<file path="config.mk">
export PLATFORM = sky130hd
export DESIGN_NAME = card_bus_front
export DESIGN_NICKNAME = d
export VERILOG_FILES = /design/src/rtl/card_bus_pkg.sv /design/src/rtl/cbf_sync.sv /design/src/rtl/cbf_reset_seq.sv /design/src/rtl/cbf_strobe_decode.sv /design/src/rtl/cbf_regfile.sv /design/src/rtl/card_bus_front.sv
export SDC_FILE = /design/constraint.sdc
export NUM_CORES = 1
export LEC_CHECK = 0
export ABC_CLOCK_PERIOD_IN_PS = 2200
export BUFFER_PORTS_ARGS = -buffer_cell sky130_fd_sc_hd__buf_4
export CAP_MARGIN = 20
export CORE_ASPECT_RATIO = 1.2
export CORE_UTILIZATION = 35
export DETAILED_ROUTE_END_ITERATION = 6
export GPL_TIMING_DRIVEN = 0
export PLACE_DENSITY_LB_ADDON = 0.2
export RECOVER_POWER = 100
export SYNTH_ARGS = -nofsm -noshare
export SYNTH_HDL_FRONTEND = slang
export SYNTH_SLANG_ARGS = --single-unit
</file>
<file path="constraint.sdc">
create_clock -name clk -period 2.2 [get_ports clk]
set_input_delay 0.33 -clock clk [delete_from_list [all_inputs] [get_ports clk]]
set_output_delay 0.33 -clock clk [all_outputs]
set_load 0.05 [all_outputs]
</file>
<file path="src/rtl/card_bus_pkg.sv">
package card_bus_pkg;
  typedef enum logic [1:0] {
    MODE_MEM = 2'd0,
    MODE_IO  = 2'd1,
    MODE_IDE = 2'd2
  } bus_mode_e;
endpackage

</file>
<file path="src/rtl/cbf_sync.sv">
// Two-flop synchronizer for a vector of asynchronous levels.
module cbf_sync #(
  parameter int          W       = 4,
  parameter logic [W-1:0] RST_VAL = '0
) (
  input  logic         clk,
  input  logic         rst_n,
  input  logic [W-1:0] d_async,
  output logic [W-1:0] q_sync
);
  logic [W-1:0] meta_q;
  logic [W-1:0] sync_q;

  always_ff @(posedge clk or negedge rst_n) begin
    if (!rst_n) begin
      meta_q <= RST_VAL;
      sync_q <= RST_VAL;
    end else begin
      meta_q <= d_async;
      sync_q <= meta_q;
    end
  end

  assign q_sync = sync_q;
endmodule

</file>
<file path="src/rtl/cbf_reset_seq.sv">
// Power-up sequence counter and mode latch.
module cbf_reset_seq
  import card_bus_pkg::*;
#(
  parameter int RST_CYCLES = 16
) (
  input  logic      clk,
  input  logic      rst_n,
  input  logic      oe_s,
  input  logic      strap_s,
  output logic      seq_done,
  output bus_mode_e mode
);
  localparam int CW = $clog2(RST_CYCLES + 1);

  logic [CW-1:0] cnt_q, cnt_d;
  logic          done_q, done_d;
  bus_mode_e     mode_q, mode_d;
  logic          last_cyc;

  assign last_cyc = !done_q && (cnt_q == CW'(RST_CYCLES - 1));

  always_comb begin
    cnt_d  = cnt_q;
    done_d = done_q;
    mode_d = mode_q;
    if (!done_q) begin
      cnt_d = cnt_q + CW'(1);
    end
    if (last_cyc) begin
      done_d = 1'b1;
      if (!oe_s)        mode_d = MODE_IDE;
      else if (strap_s) mode_d = MODE_IO;
      else              mode_d = MODE_MEM;
    end
  end

  always_ff @(posedge clk or negedge rst_n) begin
    if (!rst_n) begin
      cnt_q  <= '0;
      done_q <= 1'b0;
      mode_q <= MODE_MEM;
    end else begin
      cnt_q  <= cnt_d;
      done_q <= done_d;
      mode_q <= mode_d;
    end
  end

  assign seq_done = done_q;
  assign mode     = mode_q;
endmodule

</file>
<file path="src/rtl/cbf_strobe_decode.sv">
// Edge detection and per-mode acceptance of host strobes.
module cbf_strobe_decode
  import card_bus_pkg::*;
#(
  parameter int AW   = 4,
  parameter int NREG = 8
) (
  input  logic          clk,
  input  logic          rst_n,
  input  logic          oe_s,
  input  logic          iord_s,
  input  logic          iowr_s,
  input  bus_mode_e     mode,
  input  logic          seq_done,
  input  logic          cs_n,
  input  logic          reg_n,
  input  logic [AW-1:0] addr,
  output logic          rd_ev,
  output logic          rd_attr,
  output logic          wr_ev,
  output logic          iord_ev,
  output logic          iord_rise,
  output logic          addr_ok
);
  localparam logic [AW:0] NREG_L = (AW + 1)'(NREG);

  logic oe_p, iord_p, iowr_p;
  logic oe_fall, iord_fall, iowr_rise;
  logic sel, oe_ok, io_ok, oe_ev;

  always_ff @(posedge clk or negedge rst_n) begin
    if (!rst_n) begin
      oe_p   <= 1'b1;
      iord_p <= 1'b1;
      iowr_p <= 1'b1;
    end else begin
      oe_p   <= oe_s;
      iord_p <= iord_s;
      iowr_p <= iowr_s;
    end
  end

  assign oe_fall   = oe_p & ~oe_s;
  assign iord_fall = iord_p & ~iord_s;
  assign iowr_rise = ~iowr_p & iowr_s;
  assign iord_rise = ~iord_p & iord_s;
  assign sel       = seq_done & ~cs_n;
  assign addr_ok   = ({1'b0, addr} < NREG_L);

  always_comb begin
    case (mode)
      MODE_MEM: oe_ok = sel;
      MODE_IO:  oe_ok = sel & ~reg_n;
      default:  oe_ok = 1'b0;
    endcase
  end

  assign io_ok   = sel & ~reg_n & (mode != MODE_MEM);
  assign oe_ev   = oe_fall & oe_ok;
  assign iord_ev = iord_fall & io_ok;
  assign rd_ev   = oe_ev | iord_ev;
  assign rd_attr = oe_ev & ((mode == MODE_IO) | ~reg_n);
  assign wr_ev   = iowr_rise & io_ok & addr_ok;
endmodule

</file>
<file path="src/rtl/cbf_regfile.sv">
// Common-space data registers, status register, computed attribute bytes,
// and the interrupt pending flag.
module cbf_regfile #(
  parameter int              DW        = 8,
  parameter int              NREG      = 8,
  parameter int              IDX_W     = 3,
  parameter logic [DW-1:0]   ATTR_BASE = 8'hC0
) (
  input  logic             clk,
  input  logic             rst_n,
  input  logic             wr_en,
  input  logic [IDX_W-1:0] wr_idx,
  input  logic [DW-1:0]    wr_data,
  input  logic [IDX_W-1:0] rd_idx,
  input  logic             rd_attr,
  output logic [DW-1:0]    rd_data,
  input  logic             stat_clr,
  input  logic             be_busy,
  input  logic             be_irq,
  output logic             irq_pend
);
  localparam int NDATA = NREG - 1;

  logic [DW-1:0] mem_q [NDATA];
  logic [DW-1:0] common_rd, status_word, attr_rd;
  logic          pend_q, pend_d, irq_q, irq_set;

  for (genvar i = 0; i < NDATA; i++) begin : g_data
    logic          hit;
    logic [DW-1:0] nxt;
    assign hit = wr_en && (wr_idx == IDX_W'(i));
    always_comb nxt = hit ? wr_data : mem_q[i];
    always_ff @(posedge clk or negedge rst_n) begin
      if (!rst_n) mem_q[i] <= '0;
      else        mem_q[i] <= nxt;
    end
  end

  assign status_word = {{(DW-2){1'b0}}, be_busy, pend_q};
  assign attr_rd     = ATTR_BASE | DW'(rd_idx);

  always_comb begin
    common_rd = status_word;
    for (int i = 0; i < NDATA; i++) begin
      if (rd_idx == IDX_W'(i)) common_rd = mem_q[i];
    end
  end

  assign rd_data = rd_attr ? attr_rd : common_rd;

  assign irq_set = be_irq & ~irq_q;

  always_comb begin
    pend_d = pend_q;
    if (stat_clr) pend_d = 1'b0;
    if (irq_set)  pend_d = 1'b1;
  end

  always_ff @(posedge clk or negedge rst_n) begin
    if (!rst_n) begin
      pend_q <= 1'b0;
      irq_q  <= 1'b0;
    end else begin
      pend_q <= pend_d;
      irq_q  <= be_irq;
    end
  end

  assign irq_pend = pend_q;
endmodule

</file>
<file path="src/rtl/card_bus_front.sv">
module card_bus_front
  import card_bus_pkg::*;
#(
  parameter int            DW         = 8,
  parameter int            AW         = 4,
  parameter int            NREG       = 8,
  parameter int            RST_CYCLES = 16,
  parameter logic [DW-1:0] ATTR_BASE  = 8'hC0
) (
  input  logic          clk,
  input  logic          rst_n,
  input  logic          host_cs_n,
  input  logic          host_reg_n,
  input  logic          host_oe_n,
  input  logic          host_iord_n,
  input  logic          host_iowr_n,
  input  logic [AW-1:0] host_addr,
  input  logic [DW-1:0] host_wdata,
  input  logic          io_strap,
  input  logic          be_busy,
  input  logic          be_irq,
  output logic [DW-1:0] host_rdata,
  output logic          ack_n,
  output logic          ready,
  output logic          irq_out,
  output logic [1:0]    mode_out
);
  localparam int             IDX_W      = $clog2(NREG);
  localparam logic [IDX_W-1:0] STATUS_IDX = IDX_W'(NREG - 1);

  logic [3:0]    sync_s;
  logic          seq_done;
  bus_mode_e     mode;
  logic          rd_ev, rd_attr, wr_ev, iord_ev, iord_rise, addr_ok;
  logic [DW-1:0] rf_rd;
  logic          stat_clr, irq_pend;
  logic [DW-1:0] rdata_q, rdata_d;
  logic          ack_q, ack_d, ready_q, ready_d;
  logic [IDX_W-1:0] idx;

  assign idx = host_addr[IDX_W-1:0];

  cbf_sync #(.W(4), .RST_VAL(4'b0111)) u_sync (
    .clk     (clk),
    .rst_n   (rst_n),
    .d_async ({io_strap, host_iowr_n, host_iord_n, host_oe_n}),
    .q_sync  (sync_s)
  );

  cbf_reset_seq #(.RST_CYCLES(RST_CYCLES)) u_seq (
    .clk      (clk),
    .rst_n    (rst_n),
    .oe_s     (sync_s[0]),
    .strap_s  (sync_s[3]),
    .seq_done (seq_done),
    .mode     (mode)
  );

  cbf_strobe_decode #(.AW(AW), .NREG(NREG)) u_dec (
    .clk       (clk),
    .rst_n     (rst_n),
    .oe_s      (sync_s[0]),
    .iord_s    (sync_s[1]),
    .iowr_s    (sync_s[2]),
    .mode      (mode),
    .seq_done  (seq_done),
    .cs_n      (host_cs_n),
    .reg_n     (host_reg_n),
    .addr      (host_addr),
    .rd_ev     (rd_ev),
    .rd_attr   (rd_attr),
    .wr_ev     (wr_ev),
    .iord_ev   (iord_ev),
    .iord_rise (iord_rise),
    .addr_ok   (addr_ok)
  );

  assign stat_clr = rd_ev & addr_ok & ~rd_attr & (idx == STATUS_IDX);

  cbf_regfile #(.DW(DW), .NREG(NREG), .IDX_W(IDX_W), .ATTR_BASE(ATTR_BASE)) u_rf (
    .clk      (clk),
    .rst_n    (rst_n),
    .wr_en    (wr_ev),
    .wr_idx   (idx),
    .wr_data  (host_wdata),
    .rd_idx   (idx),
    .rd_attr  (rd_attr),
    .rd_data  (rf_rd),
    .stat_clr (stat_clr),
    .be_busy  (be_busy),
    .be_irq   (be_irq),
    .irq_pend (irq_pend)
  );

  always_comb begin
    rdata_d = rdata_q;
    if (rd_ev) rdata_d = addr_ok ? rf_rd : '0;
    ack_d = ack_q;
    if (iord_rise) ack_d = 1'b0;
    if (iord_ev && addr_ok && (mode == MODE_IO)) ack_d = 1'b1;
    ready_d = seq_done & ~be_busy;
  end

  always_ff @(posedge clk or negedge rst_n) begin
    if (!rst_n) begin
      rdata_q <= '0;
      ack_q   <= 1'b0;
      ready_q <= 1'b0;
    end else begin
      rdata_q <= rdata_d;
      ack_q   <= ack_d;
      ready_q <= ready_d;
    end
  end

  assign host_rdata = rdata_q;
  assign ack_n      = ~ack_q;
  assign ready      = ready_q;
  assign irq_out    = (mode == MODE_IDE) ? irq_pend : ~irq_pend;
  assign mode_out   = mode;
endmodule

</file>
After elaboration in Yosys (flattened, before gate mapping)
Cells that the tools add are included.
{"block": "classes", "addsub": 1, "order_cmp": 1, "n_eq_ne": 10, "n_mux": 17, "bitwise": 30, "n_reduce_logical": 16}
{"operator": "8-bit two-way mux", "count": 9}
{"operator": "1-bit bitwise AND", "count": 17}
{"operator": "3-bit == test (second input constant)", "count": 4}
{"operator": "1-bit inverter", "count": 11}
{"operator": "1-bit logical AND", "count": 10}
{"operator": "3-bit by 2-bit == test with 1-bit output (second input constant)", "count": 2}
{"operator": "1-bit two-way mux", "count": 6}
{"operator": "2-bit nonzero test", "count": 3}
{"operator": "5-bit by 1-bit adder with 5-bit output (second input constant)", "count": 1}
{"operator": "5-bit by 4-bit == test with 1-bit output (second input constant)", "count": 1}
{"operator": "4-bit < comparator (second input constant)", "count": 1}
{"operator": "3-bit by 1-bit == test with 1-bit output (second input constant)", "count": 1}
{"operator": "3-bit logical NOT", "count": 1}
{"operator": "2-bit by 1-bit == test with 1-bit output (second input constant)", "count": 1}
{"operator": "2-bit == test (second input constant)", "count": 1}
{"operator": "2-bit logical NOT", "count": 1}
{"operator": "2-bit two-way mux", "count": 1}
{"operator": "1-bit bitwise OR", "count": 2}
{"operator": "1-bit case mux with 2 select lines", "count": 1}
{"operator": "1-bit logical NOT", "count": 1}
{"block": "word_totals", "ff_bits": 87, "in_bits": 22, "word_cells": 95}

Logic depth before layout (Yosys ltp)
{"block": "logic_depth", "depth_word": 11, "depth_mapped": 7, "ltp_nobuf": 6}

Hierarchy
Synthesis repeated with hierarchy kept, for this count alone.
{"block": "hier_totals", "cells_unflattened": 326, "area_unflattened_um2": 4142.7}
{"mod": "cbf_regfile", "n_inst": 1, "cells_each": 230, "area_per_inst_um2": 2891.5}
{"mod": "card_bus_front", "n_inst": 1, "cells_each": 46, "area_per_inst_um2": 505.5}
{"mod": "cbf_reset_seq", "n_inst": 1, "cells_each": 27, "area_per_inst_um2": 375.4}
{"mod": "cbf_sync", "n_inst": 1, "cells_each": 8, "area_per_inst_um2": 207.7}
{"mod": "cbf_strobe_decode", "n_inst": 1, "cells_each": 15, "area_per_inst_um2": 162.7}

Worst setup path after synthesis
No wires, ideal clock.
{"block": "synth_path", "kind": "input -> register", "startpoint": "in host_addr[3]", "endpoint": "reg u_rf.mem_q[24] (netlist bit)", "arrival_time_ps": 2099, "path_slack_ps": -24, "stages": 6, "cell_sequence": "buf_6 > or4b_1 > or3_1 > buf_6 > nor4_4 > mux2_2"}
{"block": "synth_via", "elab_chain_len": 3}
{"element": "start, declared", "line": "card_bus_front.sv:17", "source": "input logic [AW-1:0] host_addr,"}
{"element": "4-bit < comparator", "line": "cbf_strobe_decode.sv:48", "source": "assign addr_ok = ({1'b0, addr} < NREG_L);"}
{"element": "1-bit bitwise AND", "line": "cbf_strobe_decode.sv:63", "source": "assign wr_ev = iowr_rise & io_ok & addr_ok;"}
{"element": "1-bit logical AND", "line": "cbf_regfile.sv:31", "source": "assign hit = wr_en && (wr_idx == IDX_W'(i));"}
{"element": "end signal, assigned by index", "line": "cbf_regfile.sv:35", "source": "else mem_q[i] <= nxt;"}
{"element": "end, declared", "line": "cbf_regfile.sv:24", "source": "logic [DW-1:0] mem_q [NDATA];"}
Every way passes these cells.
A chain may end at the register's enable or synchronous reset.

Worst setup path after layout
{"block": "layout_path", "startpoint": "reg u_sync.sync_q[2] (netlist: u_sync.q_sync[2])", "endpoint": "reg u_rf.mem_q[46] (netlist bit)"}
{"block": "layout_via", "elab_chain_len": 4}
{"element": "start, declared", "line": "cbf_sync.sv:12", "source": "logic [W-1:0] sync_q;"}
{"element": "start signal, assigned", "line": "cbf_sync.sv:20", "source": "sync_q <= meta_q;"}
{"element": "1-bit bitwise AND", "line": "cbf_strobe_decode.sv:45", "source": "assign iowr_rise = ~iowr_p & iowr_s;"}
{"element": "1-bit bitwise AND (2 in a row)", "line": "cbf_strobe_decode.sv:63"}
{"element": "1-bit logical AND", "line": "cbf_regfile.sv:31"}
Every way passes these cells.

==> run summary <==
Clock network
- **TritonCTS buffer count** 9
- **cell at the root of the clock tree** sky130_fd_sc_hd__clkbuf_16
- **clock-pin slew reported for the worst setup and hold paths after clock tree synthesis** 60 ps
- **latest clock arrival within the worst-skew pair** 340 ps
- **CTS tree** built
- **number of H-tree levels** 3
- **# clock sinks** 87
- **buffers from clock root to sink, at most** 2

Floorplan
- **top-level port count** 35
- **placeable core region** 10670 sq um
- **Die X** 98.16 microns
- **die extent in y** 117.4 microns
- **Starting Density** 36.40%
- **overall die area** 11520 sq um
- **Row Count** 41

Synthesis
- **Post-synth top flop** sky130_fd_sc_hd__dfrtp_1
- **Post-Syn Instances** 297
- **warning count from the yosys run** 0
- **largest cells by area after synthesis** sky130_fd_sc_hd__dfrtp_1, sky130_fd_sc_hd__mux2_2, sky130_fd_sc_hd__dfstp_2
- **flip-flop and latch count after synthesis** 87
- **Net Count, Synth** 321
- **synthesized area divided by synthesized cell count** 13.08 sq um
- **number of enable flip-flop cells after synthesis** 0
- **FFs w/ async S/R, synth** 100.0%
- **mapped cell area** 3884 sq um
- **top cells by instance count after synthesis** sky130_fd_sc_hd__dfrtp_1, sky130_fd_sc_hd__mux2_2, sky130_fd_sc_hd__nand2_1
- **library cell occupying the most area in the post-synthesis netlist** sky130_fd_sc_hd__dfrtp_1
- **sequential fraction of the synthesis area** 56.35%
- **post-synth top area share** 50.26%
- **number of different library cells in the post-synthesis netlist** 46
- **most common cell in the synthesized netlist** sky130_fd_sc_hd__dfrtp_1

Worst setup path
- **critical path's slowest cell** sky130_fd_sc_hd__dfstp_2
- **data arrival time of the critical path** 2520 ps
- **worst endpoint required time** 2420 ps
- **cell-by-cell trace of the critical path** or4b_4 > or3_4 > nor2_4 > buf_4 > nand2_8 > mux2_4
- **dominant delay contributor by cell family on the critical path** simple AND/OR/NAND/NOR gates
- **critical path launch point type** register
- **kind of end point of the critical path** register
- **Bufs and invs on worst path** 1
- **maximum fanout along the worst path** 8
- **CP Class** register to register
- **Worst path max stage delay** 530 ps

Global route
- **maximum number of pins on one net before global-route repair** 88
- **antenna violations before repair** 0
- **overflow left after global routing** 0
- **combined global-route utilization of all metal layers** 16.58%
- **via count of the first global-routing pass** 2766
- **global-route wire length before repair** 14750 microns

Power and ir drop
- **post-layout total power** 3.612 mW
- **P_leak** 2.212 nW
- **total internal power** 2.744 mW
- **maximum vdd ir drop** 391.0 uV
- **switching power share of the total** 24.04%
- **sw power** 0.8685 mW
- **clock group share of total power** 43.0%
- **areal power density over the cells** 762.2 nW/um^2
- **sequential power share** 47.4%
- **part of the power in combinational logic** 9.6%

Detailed routing
- **total via count in the routed design** 2559
- **Detail Route Antenna Nets** 0
- **number of iterations in the first detailed-routing pass** 6
- **count of routing violations after the opening detailed-route iteration** 133
- **DRC errors left** 0
- **via-per-instance ratio** 5.331
- **total length of routed wires** 8784 microns
- **Routed WL per cell** 18.30 microns

Cells and area
- **final cell count without fillers** 480
- **P&R area growth vs syn** 22.04%
- **Finished Core Util** 44.42%
- **n_diodes** 0
- **final net count** 370
- **fraction of final layout cells with drive strength greater than 1** 34.76%

Placed design
- **estimated wirelength of the detail-placed design** 5729 microns
- **final RePlAce weighted congestion** 0.7650
- **worst slack after detailed placement** -563.6 ps
- **PortBufs** 32
- **DP Cell Count** 458

Timing
- **RSZ-0062 raised after global routing** true
- **final hold violation count** 0
- **total negative slack** -1247 ps
- **relative max-transition margin** 38.63%
- **minimum setup slack in the final design** -94.99 ps
- **worst slew pin tran** 920.5 ps
- **worst clock skew** 6.404 ps
- **achievable frequency** 435.7 MHz
- **crit share post-route** 104.3%
- **Final Critical Period** 2295 ps
- **Final Max Tran Viols** 0
- **final setup fails** 32

Run
- **max capacitance violation total** 0

Run status
- **violated checks** setup timing
- **result of the run** finished with violations

Hold path
- **class of the most critical hold timing path** input port to register

[cells in the final DEF (no fill, tap or decap), types with 3 or more instances in the layout]
| cell | synthesis | routed |
|---|---|---|
| sky130_fd_sc_hd__dfrtp_1 | 78 | 78 |
| sky130_fd_sc_hd__mux2_2 | 57 | 39 |
| sky130_fd_sc_hd__clkbuf_1 | 9 | 21 |
| sky130_fd_sc_hd__mux2_4 | 0 | 18 |
| sky130_fd_sc_hd__buf_4 | 0 | 17 |
| sky130_fd_sc_hd__nor2_1 | 12 | 12 |
| sky130_fd_sc_hd__nand2_1 | 14 | 12 |
| sky130_fd_sc_hd__o21ai_0 | 10 | 10 |
| sky130_fd_sc_hd__nand2b_1 | 9 | 9 |
| sky130_fd_sc_hd__clkbuf_16 | 0 | 9 |
| sky130_fd_sc_hd__inv_1 | 8 | 8 |
| sky130_fd_sc_hd__nor2b_1 | 7 | 7 |
| sky130_fd_sc_hd__mux2i_1 | 7 | 7 |
| sky130_fd_sc_hd__dfstp_2 | 9 | 7 |
| sky130_fd_sc_hd__buf_6 | 2 | 5 |
| sky130_fd_sc_hd__a221oi_1 | 5 | 5 |
| sky130_fd_sc_hd__clkbuf_4 | 0 | 5 |
| sky130_fd_sc_hd__xnor2_1 | 4 | 4 |
| sky130_fd_sc_hd__a32o_1 | 4 | 4 |
| sky130_fd_sc_hd__a211oi_1 | 4 | 4 |
| sky130_fd_sc_hd__o221ai_1 | 4 | 4 |
| sky130_fd_sc_hd__a22oi_1 | 3 | 3 |
| sky130_fd_sc_hd__o22a_1 | 3 | 3 |
| sky130_fd_sc_hd__buf_1 | 3 | 3 |
| sky130_fd_sc_hd__o211ai_1 | 3 | 3 |
| sky130_fd_sc_hd__a21oi_1 | 3 | 3 |
| sky130_fd_sc_hd__o41ai_1 | 3 | 3 |
| sky130_fd_sc_hd__nand3_4 | 0 | 3 |
[power groups by stage]
stage                     Clock (mW)  Sequential [mW]  Combinational, mW
final                           1.55             1.71              0.347
after global routing            1.66             1.72              0.381
after CTS                       1.59             1.71              0.355
after floorplan                    0             1.78              0.153
after detailed placement           0             1.74              0.348
after global placement             0             1.74              0.344
[cell families (layout without fill, tap and decap cells)]
group | Yosys count | in the layout | synth area share [%]
flops | 87 | 87 | 56.35
buf+inv | 23 | 77 | 2.609
simple gates | 59 | 59 | 9.085
mux | 66 | 66 | 19.49
xor+xnor | 4 | 4 | 0.9020
fa+ha+maj | 2 | 2 | 0.6442
compound gates | 56 | 56 | 10.92
[worst reg2reg max path: stages, from the launching register on]
cell and delay, ps:
sky130_fd_sc_hd__dfstp_2 530, sky130_fd_sc_hd__or4b_4 450, sky130_fd_sc_hd__or3_4 410, sky130_fd_sc_hd__nor2_4 190
sky130_fd_sc_hd__buf_4 180, sky130_fd_sc_hd__nand2_8 90, sky130_fd_sc_hd__mux2_4 340
[repair_timing]
action / 4_1_cts / 5_1_grt
resized for setup: 14 / 20
hold buffers: 0 / 1
buffers inserted: 6 / 0
endpoints found under the hold margin: 0 / 11
pin swaps: 2 / 2
endpoints found under the setup margin: 61 / 65
[flip-flops by register name, summed over array words and instances (netlist names), 2 cells and up]
register	cells
u_sync.q_sync	4
u_seq.cnt_q	5
host_rdata	8
u_rf.mem_q	56
u_sync.meta_q	4
u_seq.mode	2
[metal layers]
layer | vias up | part of all wire, % | track usage (%) | wire [microns]
met2 | 57 | 48 | 27.07 | 4240
li1 | 1190 | - | - | -
met4 | 0 | 1.3 | 4.757 | 116
met5 | - | 0 | 0 | 0
met1 | 1302 | 46 | 21.72 | 4040
met3 | 10 | 4.4 | 4.172 | 386
[layout make-up]
| class | instances | area [sq um] |
|---|---|---|
| Sequential cell | 87 | 2188 |
| Inverter | 9 | 33.78 |
| Buffer | 12 | 53.80 |
| Clock inverter | 4 | 53.80 |
| Tap cell | 129 | 161.4 |
| Multi-Input combinational cell | 187 | 1723 |
| Timing Repair Buffer | 40 | 269.0 |
| Clock buffer | 12 | 256.5 |
| Fill cell | 1011 | 5931 |
[final timing paths]
| path | from | end | slack (ps) | depth (start not counted) |
|---|---|---|---|---|
| max in group asynchronous | rst_n | u_sync.q_sync[3] | 210 | 3 |
| min | host_iord_n | u_sync.meta_q[1] | 100 | 1 |
| min reg2reg | u_sync.meta_q[0] | u_sync.q_sync[0] | 360 | 0 |
| min in group asynchronous | rst_n | u_seq.cnt_q[1] | 580 | 2 |
| max | u_sync.q_sync[2] | u_rf.mem_q[46] | -90 | 6 |
| max reg2reg | u_sync.q_sync[2] | u_rf.mem_q[46] | -90 | 6 |
[per-stage QoR]
stage          cell area, sq um  hold slack (ps)
3_3_place_gp               4285            342.5
6_report                   4740            99.33
3_5_place_dp               4285            337.2
4_1_cts                    4693            89.29
2_1_floorplan              3884            34.41
5_1_grt                    4740            96.08
Note: power is estimated with default switching activity, not from simulation.
